**src/rtl/sbt_pkg.sv**
```systemverilog
package sbt_pkg;

   typedef enum logic [1:0] {
      REG_ADDR  = 2'd0,
      REG_COUNT = 2'd1,
      REG_CTRL  = 2'd2,
      REG_STAT  = 2'd3
   } reg_sel_e;

   typedef enum logic {
      DIR_TO_PER = 1'b0,
      DIR_TO_MEM = 1'b1
   } dir_e;

   localparam int CTRL_DIR_BIT = 0;
   localparam int CTRL_GO_BIT  = 1;
   localparam int STAT_IRQ_BIT = 0;
   localparam int STAT_OVR_BIT = 1;
   localparam int STAT_BSY_BIT = 2;

endpackage

```
**src/rtl/sbt_sync.sv**
```systemverilog
module sbt_sync #(
   parameter int STAGES = 2,
   parameter int W      = 1
) (
   input  logic         clk,
   input  logic         rst_n,
   input  logic [W-1:0] d,
   output logic [W-1:0] q
);
   if (STAGES < 2) begin : g_bad_stages
      $error("sbt_sync needs at least two stages");
   end
   if (W < 1) begin : g_bad_width
      $error("sbt_sync width must be positive");
   end

   logic [STAGES-1:0][W-1:0] stg;

   always_ff @(posedge clk or negedge rst_n) begin
      if (!rst_n) stg <= '0;
      else        stg <= {stg[STAGES-2:0], d};
   end

   assign q = stg[STAGES-1];
endmodule

```
**src/rtl/sbt_shifter.sv**
```systemverilog
module sbt_shifter #(
   parameter int WORD_W      = 12,
   parameter bit SAMPLE_RISE = 1'b1
) (
   input  logic              clk,
   input  logic              rst_n,
   input  logic              en,
   input  logic              clr,
   input  logic              clk_s,
   input  logic              frame_s,
   input  logic              sdi_s,
   input  logic              load,
   input  logic [WORD_W-1:0] load_word,
   output logic              bit_edge,
   output logic              word_done,
   output logic [WORD_W-1:0] rx_word,
   output logic              sdo
);
   localparam int CW = $clog2(WORD_W + 1);

   if (WORD_W < 2) begin : g_bad_word
      $error("sbt_shifter word must be at least two bits");
   end

   logic              clk_last;
   logic              edge_raw;
   logic [CW-1:0]     cnt;
   logic [CW-1:0]     nxt;
   logic [WORD_W-1:0] sh;

   if (SAMPLE_RISE) begin : g_rise
      assign edge_raw = clk_s & ~clk_last;
   end else begin : g_fall
      assign edge_raw = ~clk_s & clk_last;
   end

   assign bit_edge  = en & edge_raw;
   assign nxt       = frame_s ? CW'(1) : cnt + 1'b1;
   assign word_done = bit_edge && (nxt == CW'(WORD_W));
   assign rx_word   = {sh[WORD_W-2:0], sdi_s};
   assign sdo       = sh[WORD_W-1];

   always_ff @(posedge clk or negedge rst_n) begin
      if (!rst_n) begin
         clk_last <= 1'b0;
         cnt      <= '0;
         sh       <= '0;
      end else begin
         clk_last <= clk_s;
         if (clr)           cnt <= '0;
         else if (bit_edge) cnt <= word_done ? '0 : nxt;
         if (load)          sh  <= load_word;
         else if (bit_edge) sh  <= rx_word;
      end
   end


   cnt_range_chk: assert property (@(posedge clk) disable iff (!rst_n)
      cnt < CW'(WORD_W));


   frame_align_chk: assert property (@(posedge clk) disable iff (!rst_n)
      (bit_edge && frame_s && !clr) |=> (cnt == CW'(1)));
endmodule

```
**src/rtl/sbt_seq.sv**
```systemverilog
module sbt_seq
   import sbt_pkg::*;
#(
   parameter int WORD_W = 12,
   parameter int ADDR_W = 12,
   parameter int CNT_W  = 12,
   parameter int REG_W  = 12
) (
   input  logic              clk,
   input  logic              rst_n,
   input  logic              cfg_we,
   input  logic [1:0]        cfg_sel,
   input  logic [REG_W-1:0]  cfg_wdata,
   output logic [REG_W-1:0]  cfg_rdata,
   input  logic              req_s,
   input  logic              bit_edge,
   input  logic              word_done,
   input  logic [WORD_W-1:0] rx_word,
   output logic              load,
   output logic [WORD_W-1:0] load_word,
   output logic              sh_clr,
   output logic              shift_en,
   output logic              tx_drive,
   output logic              mem_req,
   output logic              mem_we,
   output logic [ADDR_W-1:0] mem_addr,
   output logic [WORD_W-1:0] mem_wdata,
   input  logic              mem_gnt,
   input  logic [WORD_W-1:0] mem_rdata,
   output logic              irq
);
   if (REG_W < 3 || REG_W < ADDR_W || REG_W < CNT_W) begin : g_bad_reg
      $error("sbt_seq register width too small");
   end

   reg_sel_e          sel;
   dir_e              dir;
   logic              busy, ovr, irq_q, req_last;
   logic [ADDR_W-1:0] addr;
   logic [CNT_W-1:0]  xfer_left, fetch_left;
   logic [WORD_W-1:0] buf_q;
   logic              buf_full, sh_valid;
   logic              is_tx, req_rise, wr_ctrl, go_cmd, start_go, fire;
   logic              tx_under, rx_over, rx_take, tx_step, tx_last, rx_last, finish;
   logic              stat_clr;

   assign sel      = reg_sel_e'(cfg_sel);
   assign is_tx    = (dir == DIR_TO_PER);
   assign req_rise = req_s & ~req_last;
   assign wr_ctrl  = cfg_we && (sel == REG_CTRL);
   assign go_cmd   = wr_ctrl && cfg_wdata[CTRL_GO_BIT];
   assign stat_clr = cfg_we && (sel == REG_STAT);
   assign start_go = !busy && (go_cmd || req_rise) && (xfer_left != '0);

   assign mem_req  = busy && (is_tx ? (!buf_full && fetch_left != '0) : buf_full);
   assign mem_we   = !is_tx;
   assign mem_addr = addr;
   assign mem_wdata = buf_q;
   assign fire     = mem_req && mem_gnt;

   assign load     = busy && is_tx && buf_full && !sh_valid;
   assign load_word = buf_q;
   assign tx_under = busy && is_tx && bit_edge && !sh_valid;
   assign tx_step  = busy && is_tx && word_done && sh_valid;
   assign tx_last  = tx_step && (xfer_left == CNT_W'(1));
   assign rx_over  = busy && !is_tx && word_done && buf_full && !fire;
   assign rx_take  = busy && !is_tx && word_done && !rx_over;
   assign rx_last  = busy && !is_tx && (xfer_left == '0) && !buf_full;
   assign finish   = tx_last || rx_last || tx_under || rx_over;

   assign sh_clr   = start_go;
   assign shift_en = busy;
   assign tx_drive = busy && is_tx && sh_valid;
   assign irq      = irq_q;

   always_comb begin
      unique case (sel)
         REG_ADDR:  cfg_rdata = REG_W'(addr);
         REG_COUNT: cfg_rdata = REG_W'(xfer_left);
         REG_CTRL:  cfg_rdata = REG_W'(dir);
         default:   cfg_rdata = REG_W'({busy, ovr, irq_q});
      endcase
   end

   always_ff @(posedge clk or negedge rst_n) begin
      if (!rst_n) begin
         dir        <= DIR_TO_PER;
         busy       <= 1'b0;
         ovr        <= 1'b0;
         irq_q      <= 1'b0;
         req_last   <= 1'b0;
         addr       <= '0;
         xfer_left  <= '0;
         fetch_left <= '0;
         buf_q      <= '0;
         buf_full   <= 1'b0;
         sh_valid   <= 1'b0;
      end else begin
         req_last <= req_s;
         if (stat_clr) begin
            irq_q <= 1'b0;
            ovr   <= 1'b0;
         end
         if (!busy) begin
            if (cfg_we && sel == REG_ADDR)  addr      <= ADDR_W'(cfg_wdata);
            if (cfg_we && sel == REG_COUNT) xfer_left <= CNT_W'(cfg_wdata);
            if (wr_ctrl) dir <= dir_e'(cfg_wdata[CTRL_DIR_BIT]);
            if (start_go) begin
               busy       <= 1'b1;
               fetch_left <= xfer_left;
               buf_full   <= 1'b0;
               sh_valid   <= 1'b0;
            end
         end else begin
            if (fire) begin
               addr <= addr + 1'b1;
               if (is_tx) begin
                  buf_q      <= mem_rdata;
                  buf_full   <= 1'b1;
                  fetch_left <= fetch_left - 1'b1;
               end else begin
                  buf_full <= 1'b0;
               end
            end
            if (load) begin
               sh_valid <= 1'b1;
               buf_full <= 1'b0;
            end
            if (tx_step) begin
               xfer_left <= xfer_left - 1'b1;
               sh_valid  <= 1'b0;
            end
            if (rx_take) begin
               buf_q     <= rx_word;
               buf_full  <= 1'b1;
               xfer_left <= xfer_left - 1'b1;
            end
            if (finish) begin
               busy     <= 1'b0;
               irq_q    <= 1'b1;
               buf_full <= 1'b0;
               sh_valid <= 1'b0;
               if (tx_under || rx_over) ovr <= 1'b1;
            end
         end
      end
   end


   req_hold_chk: assert property (@(posedge clk) disable iff (!rst_n)
      (mem_req && !mem_gnt) |=> (!busy || (mem_req && $stable(mem_addr)
                                && $stable(mem_we) && $stable(mem_wdata))));


   addr_step_chk: assert property (@(posedge clk) disable iff (!rst_n)
      (mem_req && mem_gnt) |=> (mem_addr == $past(mem_addr) + 1'b1));


   fetch_bound_chk: assert property (@(posedge clk) disable iff (!rst_n)
      (busy && is_tx) |-> (fetch_left <= xfer_left));


   irq_at_end_chk: assert property (@(posedge clk) disable iff (!rst_n)
      $rose(irq) |-> $fell(busy));


   irq_held_chk: assert property (@(posedge clk) disable iff (!rst_n)
      $fell(irq) |-> $past(cfg_we && cfg_sel == 2'd3));


   ovr_irq_chk: assert property (@(posedge clk) disable iff (!rst_n)
      ovr |-> irq);
endmodule

```
**src/rtl/sbt_channel.sv**
```systemverilog
module sbt_channel
   import sbt_pkg::*;
#(
   parameter int  WORD_W      = 12,
   parameter int  ADDR_W      = 12,
   parameter int  CNT_W       = 12,
   parameter int  SYNC_STAGES = 2,
   parameter bit  SAMPLE_RISE = 1'b1,
   localparam int REG_W       = (ADDR_W > CNT_W) ? ADDR_W : CNT_W
) (
   input  logic              clk,
   input  logic              rst_n,
   input  logic              cfg_we,
   input  logic [1:0]        cfg_sel,
   input  logic [REG_W-1:0]  cfg_wdata,
   output logic [REG_W-1:0]  cfg_rdata,
   output logic              mem_req,
   output logic              mem_we,
   output logic [ADDR_W-1:0] mem_addr,
   output logic [WORD_W-1:0] mem_wdata,
   input  logic              mem_gnt,
   input  logic [WORD_W-1:0] mem_rdata,
   output logic              irq,
   input  logic              per_clk,
   input  logic              per_frame,
   input  logic              per_sdi,
   input  logic              per_req,
   output logic              per_sdo
);
   logic [3:0]        raw_in, sync_out;
   logic              clk_s, frame_s, sdi_s, req_s;
   logic              bit_edge, word_done, load, sh_clr, shift_en, tx_drive, sdo_raw;
   logic [WORD_W-1:0] rx_word, load_word;

   assign raw_in = {per_req, per_clk, per_frame, per_sdi};
   assign {req_s, clk_s, frame_s, sdi_s} = sync_out;

   sbt_sync #(.STAGES(SYNC_STAGES), .W(4)) u_sync (
      .clk(clk), .rst_n(rst_n), .d(raw_in), .q(sync_out)
   );

   sbt_shifter #(.WORD_W(WORD_W), .SAMPLE_RISE(SAMPLE_RISE)) u_shift (
      .clk(clk), .rst_n(rst_n), .en(shift_en), .clr(sh_clr),
      .clk_s(clk_s), .frame_s(frame_s), .sdi_s(sdi_s),
      .load(load), .load_word(load_word),
      .bit_edge(bit_edge), .word_done(word_done), .rx_word(rx_word), .sdo(sdo_raw)
   );

   sbt_seq #(.WORD_W(WORD_W), .ADDR_W(ADDR_W), .CNT_W(CNT_W), .REG_W(REG_W)) u_seq (
      .clk(clk), .rst_n(rst_n),
      .cfg_we(cfg_we), .cfg_sel(cfg_sel), .cfg_wdata(cfg_wdata), .cfg_rdata(cfg_rdata),
      .req_s(req_s), .bit_edge(bit_edge), .word_done(word_done), .rx_word(rx_word),
      .load(load), .load_word(load_word), .sh_clr(sh_clr), .shift_en(shift_en),
      .tx_drive(tx_drive),
      .mem_req(mem_req), .mem_we(mem_we), .mem_addr(mem_addr), .mem_wdata(mem_wdata),
      .mem_gnt(mem_gnt), .mem_rdata(mem_rdata), .irq(irq)
   );

   assign per_sdo = tx_drive & sdo_raw;


   sdo_quiet_chk: assert property (@(posedge clk) disable iff (!rst_n)
      !shift_en |-> !per_sdo);
endmodule

```
**config.mk**
```make
export PLATFORM = sky130hd
export DESIGN_NAME = sbt_channel
export DESIGN_NICKNAME = d
export VERILOG_FILES = /design/src/rtl/sbt_pkg.sv /design/src/rtl/sbt_sync.sv /design/src/rtl/sbt_shifter.sv /design/src/rtl/sbt_seq.sv /design/src/rtl/sbt_channel.sv
export SDC_FILE = /design/constraint.sdc
export NUM_CORES = 1
export LEC_CHECK = 0
export ABC_CLOCK_PERIOD_IN_PS = 2450
export BUFFER_PORTS_ARGS = -buffer_cell sky130_fd_sc_hd__buf_4
export CAP_MARGIN = 10
export CORE_ASPECT_RATIO = 0.6
export CORE_UTILIZATION = 59
export CTS_BUF_LIST = sky130_fd_sc_hd__clkbuf_4
export CTS_CLUSTER_SIZE = 30
export DETAILED_ROUTE_END_ITERATION = 10
export GPL_TIMING_DRIVEN = 0
export HOLD_SLACK_MARGIN = 0.15
export PLACE_DENSITY_LB_ADDON = 0.3
export SKIP_LAST_GASP = 1
export SLEW_MARGIN = 15
export SYNTH_ARGS = -nofsm -noshare
export SYNTH_HDL_FRONTEND = slang
export SYNTH_SLANG_ARGS = --single-unit
```
**constraint.sdc**
```tcl
create_clock -name clk -period 2.45 [get_ports clk]
set_input_delay 0.1225 -clock clk [delete_from_list [all_inputs] [get_ports clk]]
set_output_delay 0.1225 -clock clk [all_outputs]
set_load 0.01 [all_outputs]
```
# Word level (Yosys, flattened, before mapping)
# Index checks and enable logic that the tools add are counted.
[classes]
addsub = 4
n_mul = 0
n_div = 0
n_lt_le_gt_ge = 0
eq_ne = 11
n_shift = 0
mux = 43
bitwise = 8
n_reduce_logical = 54
[ops]
columns = ["op", "count"]
rows = [
  ["$mux W12", 16],
  ["$pmux W12 S3", 1],
  ["$logic_and A1 B1 Y1", 27],
  ["$reduce_bool A12 Y1", 2],
  ["$sub A12 B1 Y12 const B", 2],
  ["$mux W1", 22],
  ["$mux W4", 4],
  ["$add A12 B1 Y12 const B", 1],
  ["$eq A12 B1 Y1 const B", 1],
  ["$logic_not A12 Y1", 1],
  ["$reduce_bool A2 Y1", 6],
  ["$reduce_and A2 Y1", 5],
  ["$ne A2 B2 Y1 const B", 3],
  ["$reduce_and A3 Y1", 2],
  ["$logic_not A1 Y1", 5],
  ["$logic_or A1 B1 Y1", 5],
  ["$ne A5 B5 Y1 const B", 1],
  ["$add A4 B1 Y4 const B", 1],
  ["$and A1 B1 Y1", 4],
  ["$eq A2 B2 Y1 const B", 2],
  ["$eq A4 B4 Y1 const B", 1],
  ["$ne A4 B4 Y1 const B", 1],
  ["$not A1 Y1", 4],
  ["$ne A3 B3 Y1 const B", 1],
  ["other kinds (2)", 2],
]
[word_totals]
regBits = 80
latchBits = 0
mem_bits_rw = 0
romBits = 0
input_bits = 34
out_inout_bits = 40
mem_count = 0

# Logic depth before layout (Yosys ltp)
# Gate-level depths: netlist of the first run.
[logic_depth]
word_depth = 12
ltp_mapped = 8
depth_no_buf = 7

# Hierarchy
# A second synthesis of the first run with hierarchy kept.
[unflattened]
hier_cells = 529
area_unflattened_um2 = 4780.8
[by_module_without_submodules]
columns = ["mod", "n_inst", "cells_each", "area_per_inst_um2"]
rows = [
  ["sbt_seq", 1, 435, 3693.5],
  ["sbt_shifter", 1, 81, 850.8],
  ["sbt_sync", 1, 12, 230.2],
  ["sbt_channel", 1, 1, 6.3],
]

# Least setup slack after synthesis of the first run
# Ideal clock, no wire load.
[synth_path]
path_type = "reg-to-reg"
start = "register u_seq.fetch_left[0]"
end = "register u_seq.addr[7], in the netlist u_seq.mem_addr[7]"
setup_time_ps = 121
t_arrival_ps = 2085
required_time_ps = 2329
path_slack_ps = 244
path_stages_with_launch = 9
period_less_slack_ps = 2206
path_cell_list = "dfrtp_1 inv_1 ha_1 or4b_4 nor4_4 o21a_2 buf_6 a21oi_1 o22a_1"
[synth_via]
elab_chain_cells = 7
[synth_lines]
columns = ["element", "line", "text"]
rows = [
  ["start, declared", "sbt_seq.sv:40", "logic [CNT_W-1:0] xfer_left, fetch_left;"],
  ["start signal, assigned", "sbt_seq.sv:110", "fetch_left <= xfer_left;"],
  ["start signal, assigned", "sbt_seq.sv:120", "fetch_left <= fetch_left - 1'b1;"],
  ["$reduce_bool A12 Y1", "sbt_seq.sv:55", "assign mem_req = busy && (is_tx ? (!buf_full && fetch_left != '0) : buf_full);"],
  ["$logic_and A1 B1 Y1", "sbt_seq.sv:55", ""],
  ["$mux W1", "sbt_seq.sv:55", ""],
  ["$logic_and A1 B1 Y1", "sbt_seq.sv:55", ""],
  ["$logic_and A1 B1 Y1", "sbt_seq.sv:59", "assign fire = mem_req && mem_gnt;"],
  ["$ne A2 B2 Y1 (no line)", "-", ""],
  ["$reduce_and A2 Y1 (no line)", "-", ""],
  ["end signal, assigned", "sbt_seq.sv:105", "if (cfg_we && sel == REG_ADDR) addr <= ADDR_W'(cfg_wdata);"],
  ["end signal, assigned", "sbt_seq.sv:116", "addr <= addr + 1'b1;"],
  ["end, declared", "sbt_seq.sv:39", "logic [ADDR_W-1:0] addr;"],
]
# No other way between the ends.
# A chain may end at the register's enable or synchronous reset.

# Worst setup path after layout of the first run
[layout_path]
start = "register u_seq.fetch_left[1]"
end = "register u_seq.addr[7], in the netlist u_seq.mem_addr[7]"
# Same word-level chain as after synthesis.

==> out/qor.yml, run 1 <==
status: "finished, violations left"
violations: "negative setup slack"
finalWorstSetupSlack_ns: -0.01561
drive_gt1_share_pct: 21.79
grt_max_degree: 81
cts_made_buffers: 9
yosysTopAreaCellShare_pct: 43.69
yosys-top-cells-area: "dfrtp_1, mux2i_1, nor2_1, nand2_1, nor3_1"
antenna_left: 0
finalSetupTns_ns: -0.01561
drtPass1Iterations: 6
pwr_density_cell_nw_per_um2: 1198
postSynth.asyncResetShare_pct: 100.0
cp_max_fo: 8
rr_worst_depth: 8
grt_pass1_wl_mm: 22.93
fillers: 507
path_class: "reg -> reg"
maxCapViolCount: 0
drt_iter0_drc: 777
vias: 4889
overflow: 0
final.period_utilization_pct: 100.6
h-tree-depth: 3
cts-root-buf: "clkbuf_4"
fmax_mhz: 405.6
cpPeakStageDelay_ns: 0.53
synth-seq-area-share_pct: 43.69
port_buffers: 71
relSlewSlack_pct: 31.85
p_leak_nw: 2.585
ios: 74
hold_class: "in -> reg"
cts_tree: "done"
grt_usage_pct: 37.58
worstMarginPinSlew_ns: 1.022
wl_per_cell_microns: 19.68
diodes: 0
dieHeight_microns: 70.26
clock_latency_ns: 0.47
slowest_stage: "or4b_4"
final_common_cell: "buf_4"
syn_area_per_cell_sq_um: 9.002
wirelength_mm: 14.60
instances_no_fill: 742
routabilityCongestion: 0.9353
cts_sinks: 80
r2r_slack_ns: -0.02
area_growth_syn_to_layout_pct: 27.94
syn-cell-area_sq_um: 4582
grt_pass1_vias: 4453
slew_viol_final: 0
start_kind: "flip-flop"
cp-startpoint: "u_seq.fetch_left[1]"
die_area_sq_um: 8134
end_kind: "flip-flop"
dp.final_hpwl_mm: 9.949
synth_flop_cell: "dfrtp_1"
via_per_inst: 6.589
skew_ns: 0.02076
hold_viol_final: 0
fin_nets: 673
chipWidth_microns: 115.8
timing.rr.end: "u_seq.mem_addr[7]"
fp-row-count: 24
synth_edf_count: 0
final_cell_mix: "buf_4, dfrtp_1, nor2_1"
whs_ns: 0.1927
yosys_warnings: 0
crit_end: "u_seq.mem_addr[7]"
ys_ff_latch: 80
start_util_pct: 62.03
critPathArrivalTime_ns: 2.82
rsz0062_at_grt: "yes"
cts.path.max_buffers: 2
dp.cells: 684
path_clk_slew_ns: 0.14
ir_drop_mv: 0.6991
critPathRequiredTime_ns: 2.80
yosysTopAreaCell: "dfrtp_1"
setup_viol: 1
reg2reg_from: "u_seq.fetch_left[1]"
cp_cell_sequence: "inv_2 > ha_4 > or4b_4 > nor4_4 > o21a_2 > buf_6 > a21oi_1 > o22a_1"
fin_crit_ns: 2.466
drcViolationCount: 0
synth_nets: 549
antenna_found_initial: 0
core_area_sq_um: 7387
pre_cts_ws_ns: -0.1451
postSynthCellCount: 509
synth.distinct_cells: 65
## synthesized netlist by cell type (all sizes together) (12+ instances only)
master	n
dfrtp	80
nor2	68
nand2	42
o21ai	35
mux2i	26
nor3	23
a21oi	22
buf	19
clkbuf	18
o22ai	17
inv	13
nand3	12
## cell families after synthesis
kind of cell               after synthesis  synth area share [%]
adders and majority gates                6                 1.638
xor gates and xnor gates                 1                0.1912
DFF                                     80                 43.69
AOI/OAI and AO/OA                      136                 20.10
muxes                                   29                 6.663
and+or+nand+nor                        207                 22.97
buffers and inverters                   50                 4.751
## worst min path at each step
stage / slack [ns] / from / end / depth (start not counted)
2_1_floorplan: -0.17 / rst_n / u_seq.buf_full / 0
3_5_place_dp: 0.23 / per_sdi / u_sync.stg[0] / 1
5_1_grt: 0.18 / cfg_sel[0] / u_seq.ovr / 3
4_1_cts: 0.15 / cfg_sel[0] / u_seq.ovr / 3
3_3_place_gp: 0.23 / per_sdi / u_sync.stg[0] / 1
6_report: 0.19 / cfg_sel[0] / u_seq.ovr / 3
## stage by stage
step	area [sq um]	total power [W]	util (%)
4_1_cts	5759	0.006708	77.96
3_5_place_dp	5245	0.005704	71.00
6_report	5862	0.007023	79.35
5_1_grt	5862	0.007418	79.35
2_1_floorplan	4582	0.004424	-
3_3_place_gp	5245	0.005543	71.00
## state kept, by name, indices dropped and copies added, names as in the netlist, 4 cells and up
register and count:
u_sync.stg 4, u_shift.cnt 4, u_seq.mem_addr 12, u_seq.load_word 12, u_seq.fetch_left 12, u_shift.sh 12
u_seq.xfer_left 12, u_sync.q 4
## final cells by class
type	instances	area, sq um	area share (%)
Buffer	37	170.2	2.903
Clock buffer	9	67.56	1.153
Clock inverter	7	96.34	1.644
Inverter	13	48.80	0.8324
Multi-Input combinational cell	379	2417	41.24
Sequential cell	80	2006	34.22
Tap cell	104	130.1	2.220
Timing Repair Buffer	113	925.9	15.80
## power breakdown
| part | switching [W] | internal (W) | total (W) |
|---|---|---|---|
| Combinational | 0.00206 | 0.00156 | 0.00362 |
| Clock | 0.000500 | 0.000412 | 0.000912 |
| Sequential | 0.000653 | 0.00184 | 0.00250 |
## timing repair
action,in CTS,in global routing
setup endpoints to repair,29,35
endpoints found under the hold margin,123,0
gates resized for setup,5,13
pin swaps,2,2
hold buffers,31,0
buffers inserted,2,9
## worst max-delay path: cells and delay by family, from the launching register on
kind	cells	cell delay [ns]
AND/OR/NAND/NOR	2	0.91
AO/OA/AOI/OAI	3	0.53
flip-flops	1	0.45
buffers and inverters	2	0.27
adder cells (fa/ha/maj)	1	0.17
## layer usage
metal | global-route usage, % | up-vias | part of all wire (%)
li1 | - | 2122 | -
met1 | 54.79 | 2306 | 41
met2 | 51.72 | 411 | 43
met3 | 12.24 | 50 | 14
met4 | 13.96 | 0 | 2.3
met5 | 0 | - | 0
(Power assumes the default switching activity.)
==> run 2, diff against run 1 <==
- CORE_ASPECT_RATIO: 0.6 -> default
==> out/qor.yml, run 2 (same netlist as run 1, synthesis figures left out) <==
ios: 74  # unchanged
dp.final_hpwl_mm: 9.053  # -9.0%
cts_made_buffers: 9  # unchanged
slowest_stage: "nor3b_1"
port_buffers: 71  # unchanged
end_kind: "flip-flop"
grt_pass1_wl_mm: 22.25  # -3.0%
wirelength_mm: 13.91  # -4.7%
pwr_density_cell_nw_per_um2: 1160  # -3.2%
routabilityCongestion: 0.9191  # -1.7%
drive_gt1_share_pct: 21.47  # -0.31 points
cts_tree: "done"
h-tree-depth: 3  # unchanged
worstMarginPinSlew_ns: 1.026  # +0.003956 ns
maxCapViolCount: 0  # unchanged
antenna_found_initial: 0  # unchanged
cpPeakStageDelay_ns: 0.53  # about the same
drcViolationCount: 0  # unchanged
vias: 4788  # -2.1%
dieHeight_microns: 90.13  # +28%
ir_drop_mv: 0.6876  # -1.6%
start_kind: "flip-flop"
drt_iter0_drc: 462  # -41%
clock_latency_ns: 0.45  # -0.02 ns
skew_ns: 0.01445  # -0.006312 ns
chipWidth_microns: 90.13  # -22%
cp_cell_sequence: "clkbuf_1 > nor3b_1 > and2_0 > clkbuf_1 > nand2_1 > o21ai_0"
fp-row-count: 31  # +29%
cp_max_fo: 10  # +2
slew_viol_final: 0  # unchanged
path_delay_family: "simple AND/OR/NAND/NOR gates"
drtPass1Iterations: 6  # unchanged
fin_crit_ns: 2.374  # -0.09186 ns
fin_nets: 673  # unchanged
die_area_sq_um: 8123  # -0.14%
diodes: 0  # unchanged
antenna_left: 0  # unchanged
final_common_cell: "buf_4"
rsz0062_at_grt: "yes"
path_class: "reg -> reg"
p_leak_nw: 2.584  # about the same
setup_viol: 0  # -1
overflow: 0  # unchanged
fmax_mhz: 421.3  # +3.9%
cp_num_buf_inv: 2  # unchanged
status: "completed"
start_util_pct: 62.17  # +0.15 points
cts_sinks: 80  # unchanged
area_growth_syn_to_layout_pct: 27.12
via_per_inst: 6.497  # -1.4%
critPathArrivalTime_ns: 2.75  # -0.07 ns
core_area_sq_um: 7370  # -0.24%
cts-root-buf: "clkbuf_4"
grt_usage_pct: 34.51  # -3.1 points
hold_viol_final: 0  # unchanged
critPathRequiredTime_ns: 2.83  # +0.03 ns
grt_max_degree: 81  # unchanged
finalSetupTns_ns: 0  # +0.01561 ns
hold_class: "in -> reg"
grt_pass1_vias: 4503  # +1.1%
cp_common_cell: "clkbuf_1"
relSlewSlack_pct: 31.58  # -0.26 points
final.period_utilization_pct: 96.89  # -3.7 points
wl_per_cell_microns: 18.88  # -4.1%
path_clk_slew_ns: 0.15  # about the same
cts.path.max_buffers: 2  # unchanged
total_power_w: 0.006756  # -3.8%
final_cell_mix: "buf_4, dfrtp_1, nor2_1"
## run 2: cell types whose count changed in the layout (fill, tap and decap cells not counted), sizes merged
cell and delta:
clkinv -2, inv +6, bufinv -2, clkinvlp -2
## run 2: cell type report
type	instances	area [sq um]
tap	99	123.9
sequential	80	2004
clock buffer	9	67.56
multi-input combinational	379	2417
fill	473	1545
inverter	13	48.80
timing repair buffer	113	925.9
clock inverter	7	66.31
buffer	37	170.2
## run 2: worst paths after layout
kind	from	to	slack, ns	cells after the start
min in group asynchronous	rst_n	u_seq.fetch_left[7]	0.37	2
hold / removal	cfg_sel[0]	u_seq.ovr	0.19	3
max in group asynchronous	rst_n	u_seq.xfer_left[0]	1.38	2
setup reg to reg	u_seq.mem_we	u_shift.sh[11]	0.08	6
hold reg to reg	u_sync.stg[0]	u_sync.q[0]	0.37	0
setup / recovery	u_seq.mem_we	u_shift.sh[11]	0.08	6
## run 2: through the flow
| stage | hold slack, ns | util, % | setup slack, ns | cells | area, sq um |
|---|---|---|---|---|---|
| 2_1_floorplan | -0.1731 | - | 0.2442 | 509 | 4582 |
| 3_3_place_gp | 0.2321 | 71.09 | -0.03180 | 679 | 5239 |
| 3_5_place_dp | 0.2328 | 71.09 | -0.1063 | 679 | 5239 |
| 4_1_cts | 0.1612 | 77.49 | -0.03464 | 728 | 5710 |
| 5_1_grt | 0.1906 | 79.03 | -0.03663 | 737 | 5824 |
| 6_report | 0.1910 | 79.03 | 0.07625 | 737 | 5824 |
## run 2: repair_timing
item	CTS	global route
hold buffers	31	0
hold endpoints to repair	122	0
buffers inserted	2	9
resized for setup	3	12
setup endpoints to repair	25	32
pin swaps	2	2
## run 2: worst min-delay path, stage by stage
cell      delay (ns)
clkbuf_1        0.21
nand3_1         0.16
a21o_1          0.12
## run 2: layer usage
metal  vias to the layer above  wire length [microns]  track usage (%)
met3                        62                   1207            6.430
li1                       2127                      -                -
met4                         0                    477            13.98
met2                       313                   6485            53.75
met1                      2286                   5742            47.73
met5                         -                      0                0
## run 2: where the power goes
| part | leakage, nW | switching, W | internal (W) |
|---|---|---|---|
| logic | 1.56 | 0.00197 | 0.00155 |
| clock network | 0.0757 | 0.000551 | 0.000239 |
| registers | 0.953 | 0.000611 | 0.00184 |
| total | 2.58 | 0.00313 | 0.00363 |
==> run 3, diff against run 2 <==
- MAX_ROUTING_LAYER: default -> met4
==> out/qor.yml, run 3 (same netlist as run 1, synthesis figures left out) <==
fin_crit_ns: 2.441  # +0.06701 ns
dp.cells: 679  # unchanged
drive_gt1_share_pct: 20.29  # -1.2 points
timing.rr.end: "u_seq.fetch_left[2]"
ir_drop_mv: 0.6408  # -6.8%
drcViolationCount: 0  # unchanged
critPathRequiredTime_ns: 2.79  # -0.04 ns
overflow: 0  # unchanged
pwr_density_cell_nw_per_um2: 1141  # -1.6%
grt_pass1_wl_mm: 22.44  # +0.87%
h-tree-depth: 3  # unchanged
fmax_mhz: 409.7  # -2.7%
pre_cts_ws_ns: -0.1094  # -0.003074 ns
chipWidth_microns: 90.13  # unchanged
end_kind: "flip-flop"
finalSetupTns_ns: 0  # unchanged
rsz0062_at_grt: "yes"
p_leak_nw: 2.539  # -1.7%
r2r_slack_ns: 0.009  # -0.07 ns
min_path_cells: 3  # unchanged
core_area_sq_um: 7370  # unchanged
dp.final_hpwl_mm: 9.377  # +3.6%
drt_iter0_drc: 431  # -6.7%
final_common_cell: "dfrtp_1"
start_util_pct: 62.17  # unchanged
fp-row-count: 31  # unchanged
min_from: "cfg_sel[0]"
relSlewSlack_pct: 31.78  # +0.19 points
antenna_left: 0  # unchanged
path_clk_slew_ns: 0.14  # about the same
rr_worst_depth: 8  # +2
setup_viol: 0  # unchanged
reg2reg_from: "u_seq.fetch_left[0]"
cts.path.max_buffers: 2  # unchanged
skew_ns: 0.01024  # -0.004204 ns
fin_nets: 666  # -1.0%
grt_pass1_vias: 4435  # -1.5%
cts-root-buf: "clkbuf_4"
diodes: 0  # unchanged
status: "completed"
cts_sinks: 80  # unchanged
whs_ns: 0.1810  # -0.009961 ns
die_area_sq_um: 8123  # unchanged
drtPass1Iterations: 6  # unchanged
finalWorstSetupSlack_ns: 0.009238  # -0.06701 ns
hold_class: "in -> reg"
start_kind: "flip-flop"
slew_viol_final: 0  # unchanged
dieHeight_microns: 90.13  # unchanged
final_cell_mix: "dfrtp_1, buf_4, nor2_1"
area_growth_syn_to_layout_pct: 25.70
maxCapViolCount: 0  # unchanged
critPathArrivalTime_ns: 2.78  # +0.03 ns
final.period_utilization_pct: 99.62  # +2.7 points
routabilityCongestion: 0.9577  # +4.2%
vias: 4625  # -3.4%
antenna_found_initial: 0  # unchanged
fillers: 510  # +7.8%
wirelength_mm: 13.77  # -1.0%
worstMarginPinSlew_ns: 1.023  # -0.002876 ns
cp_max_fo: 10  # unchanged
port_buffers: 71  # unchanged
final_util_pct: 78.15  # -0.88 points
cts_tree: "done"
clock_latency_ns: 0.44  # about the same
cts_made_buffers: 9  # unchanged
grt_max_degree: 81  # unchanged
ios: 74  # unchanged
via_per_inst: 6.336  # -2.5%
holdPathEnd: "u_seq.ovr"
instances_no_fill: 730  # -0.95%
hold_viol_final: 0  # unchanged
wl_per_cell_microns: 18.86  # about the same
path_class: "reg -> reg"
grt_usage_pct: 36.20  # +1.7 points
==> run 3: per-stage QoR <==
step	power (W)	instance area [sq um]
2_1_floorplan	0.004424	4582
3_3_place_gp	0.005495	5239
3_5_place_dp	0.005629	5239
4_1_cts	0.006426	5708
5_1_grt	0.006995	5759
6_report	0.006572	5759
==> run 3: cell type report <==
class                   instances  area [sq um]  share of cell area, %
plain buffers                  37         172.7                  2.998
clock buffers                   9         67.56                  1.173
clock inverters                 7         55.05                 0.9559
inverters                      13         48.80                 0.8473
multi-input cells             379          2415                  41.93
flip-flops and latches         80          2003                  34.78
well taps                      99         123.9                  2.151
repair buffers                106         873.3                  15.16
==> run 3: layer usage <==
metal | vias to the layer above | global-route usage [%] | routed length, microns
li1 | 2114 | - | -
met3 | 31 | 6.007 | 1153
met5 | - | - | 0
met4 | 0 | 10.89 | 261
met1 | 2234 | 47.37 | 5651
met2 | 246 | 58.21 | 6703
==> run 3: report_power, final <==
group | internal, W | total [W] | switching (W) | leakage (nW)
Combinational | 0.00147 | 0.00338 | 0.00191 | 1.52
Clock | 0.000217 | 0.000731 | 0.000513 | 0.0645
Sequential | 0.00184 | 0.00246 | 0.000623 | 0.954
==> run 3: critical path: stages, from the launching register on <==
cell     delay (ns)
dfrtp_1        0.44
inv_1          0.10
ha_2           0.25
or4b_4         0.53
o31ai_4        0.38
o21ai_2        0.19
buf_2          0.22
o22ai_1        0.14
nor3_1         0.08
==> run 3: worst max-delay path by stage <==
| stage | cells past startpoint | slack [ns] | to | from |
|---|---|---|---|---|
| 6_report | 8 | 0.009 | u_seq.fetch_left[2] | u_seq.fetch_left[0] |
| 5_1_grt | 8 | -0.08 | u_seq.fetch_left[0] | u_seq.fetch_left[0] |
| 4_1_cts | 7 | -0.01 | mem_req | u_seq.fetch_left[2] |
| 3_5_place_dp | 8 | -0.11 | u_seq.mem_addr[7] | u_seq.fetch_left[0] |
| 3_3_place_gp | 8 | -0.07 | u_seq.mem_addr[7] | u_seq.fetch_left[0] |
| 2_1_floorplan | 8 | 0.24 | u_seq.mem_addr[7] | u_seq.fetch_left[0] |
==> run 3: timing repair <==
| action | in CTS | in global routing |
|---|---|---|
| setup buffers | 2 | 2 |
| gates resized for setup | 4 | 11 |
| pin swaps | 2 | 1 |
| endpoints found under the setup margin | 27 | 29 |
| hold buffers | 31 | 0 |
| hold endpoints to repair | 123 | 0 |
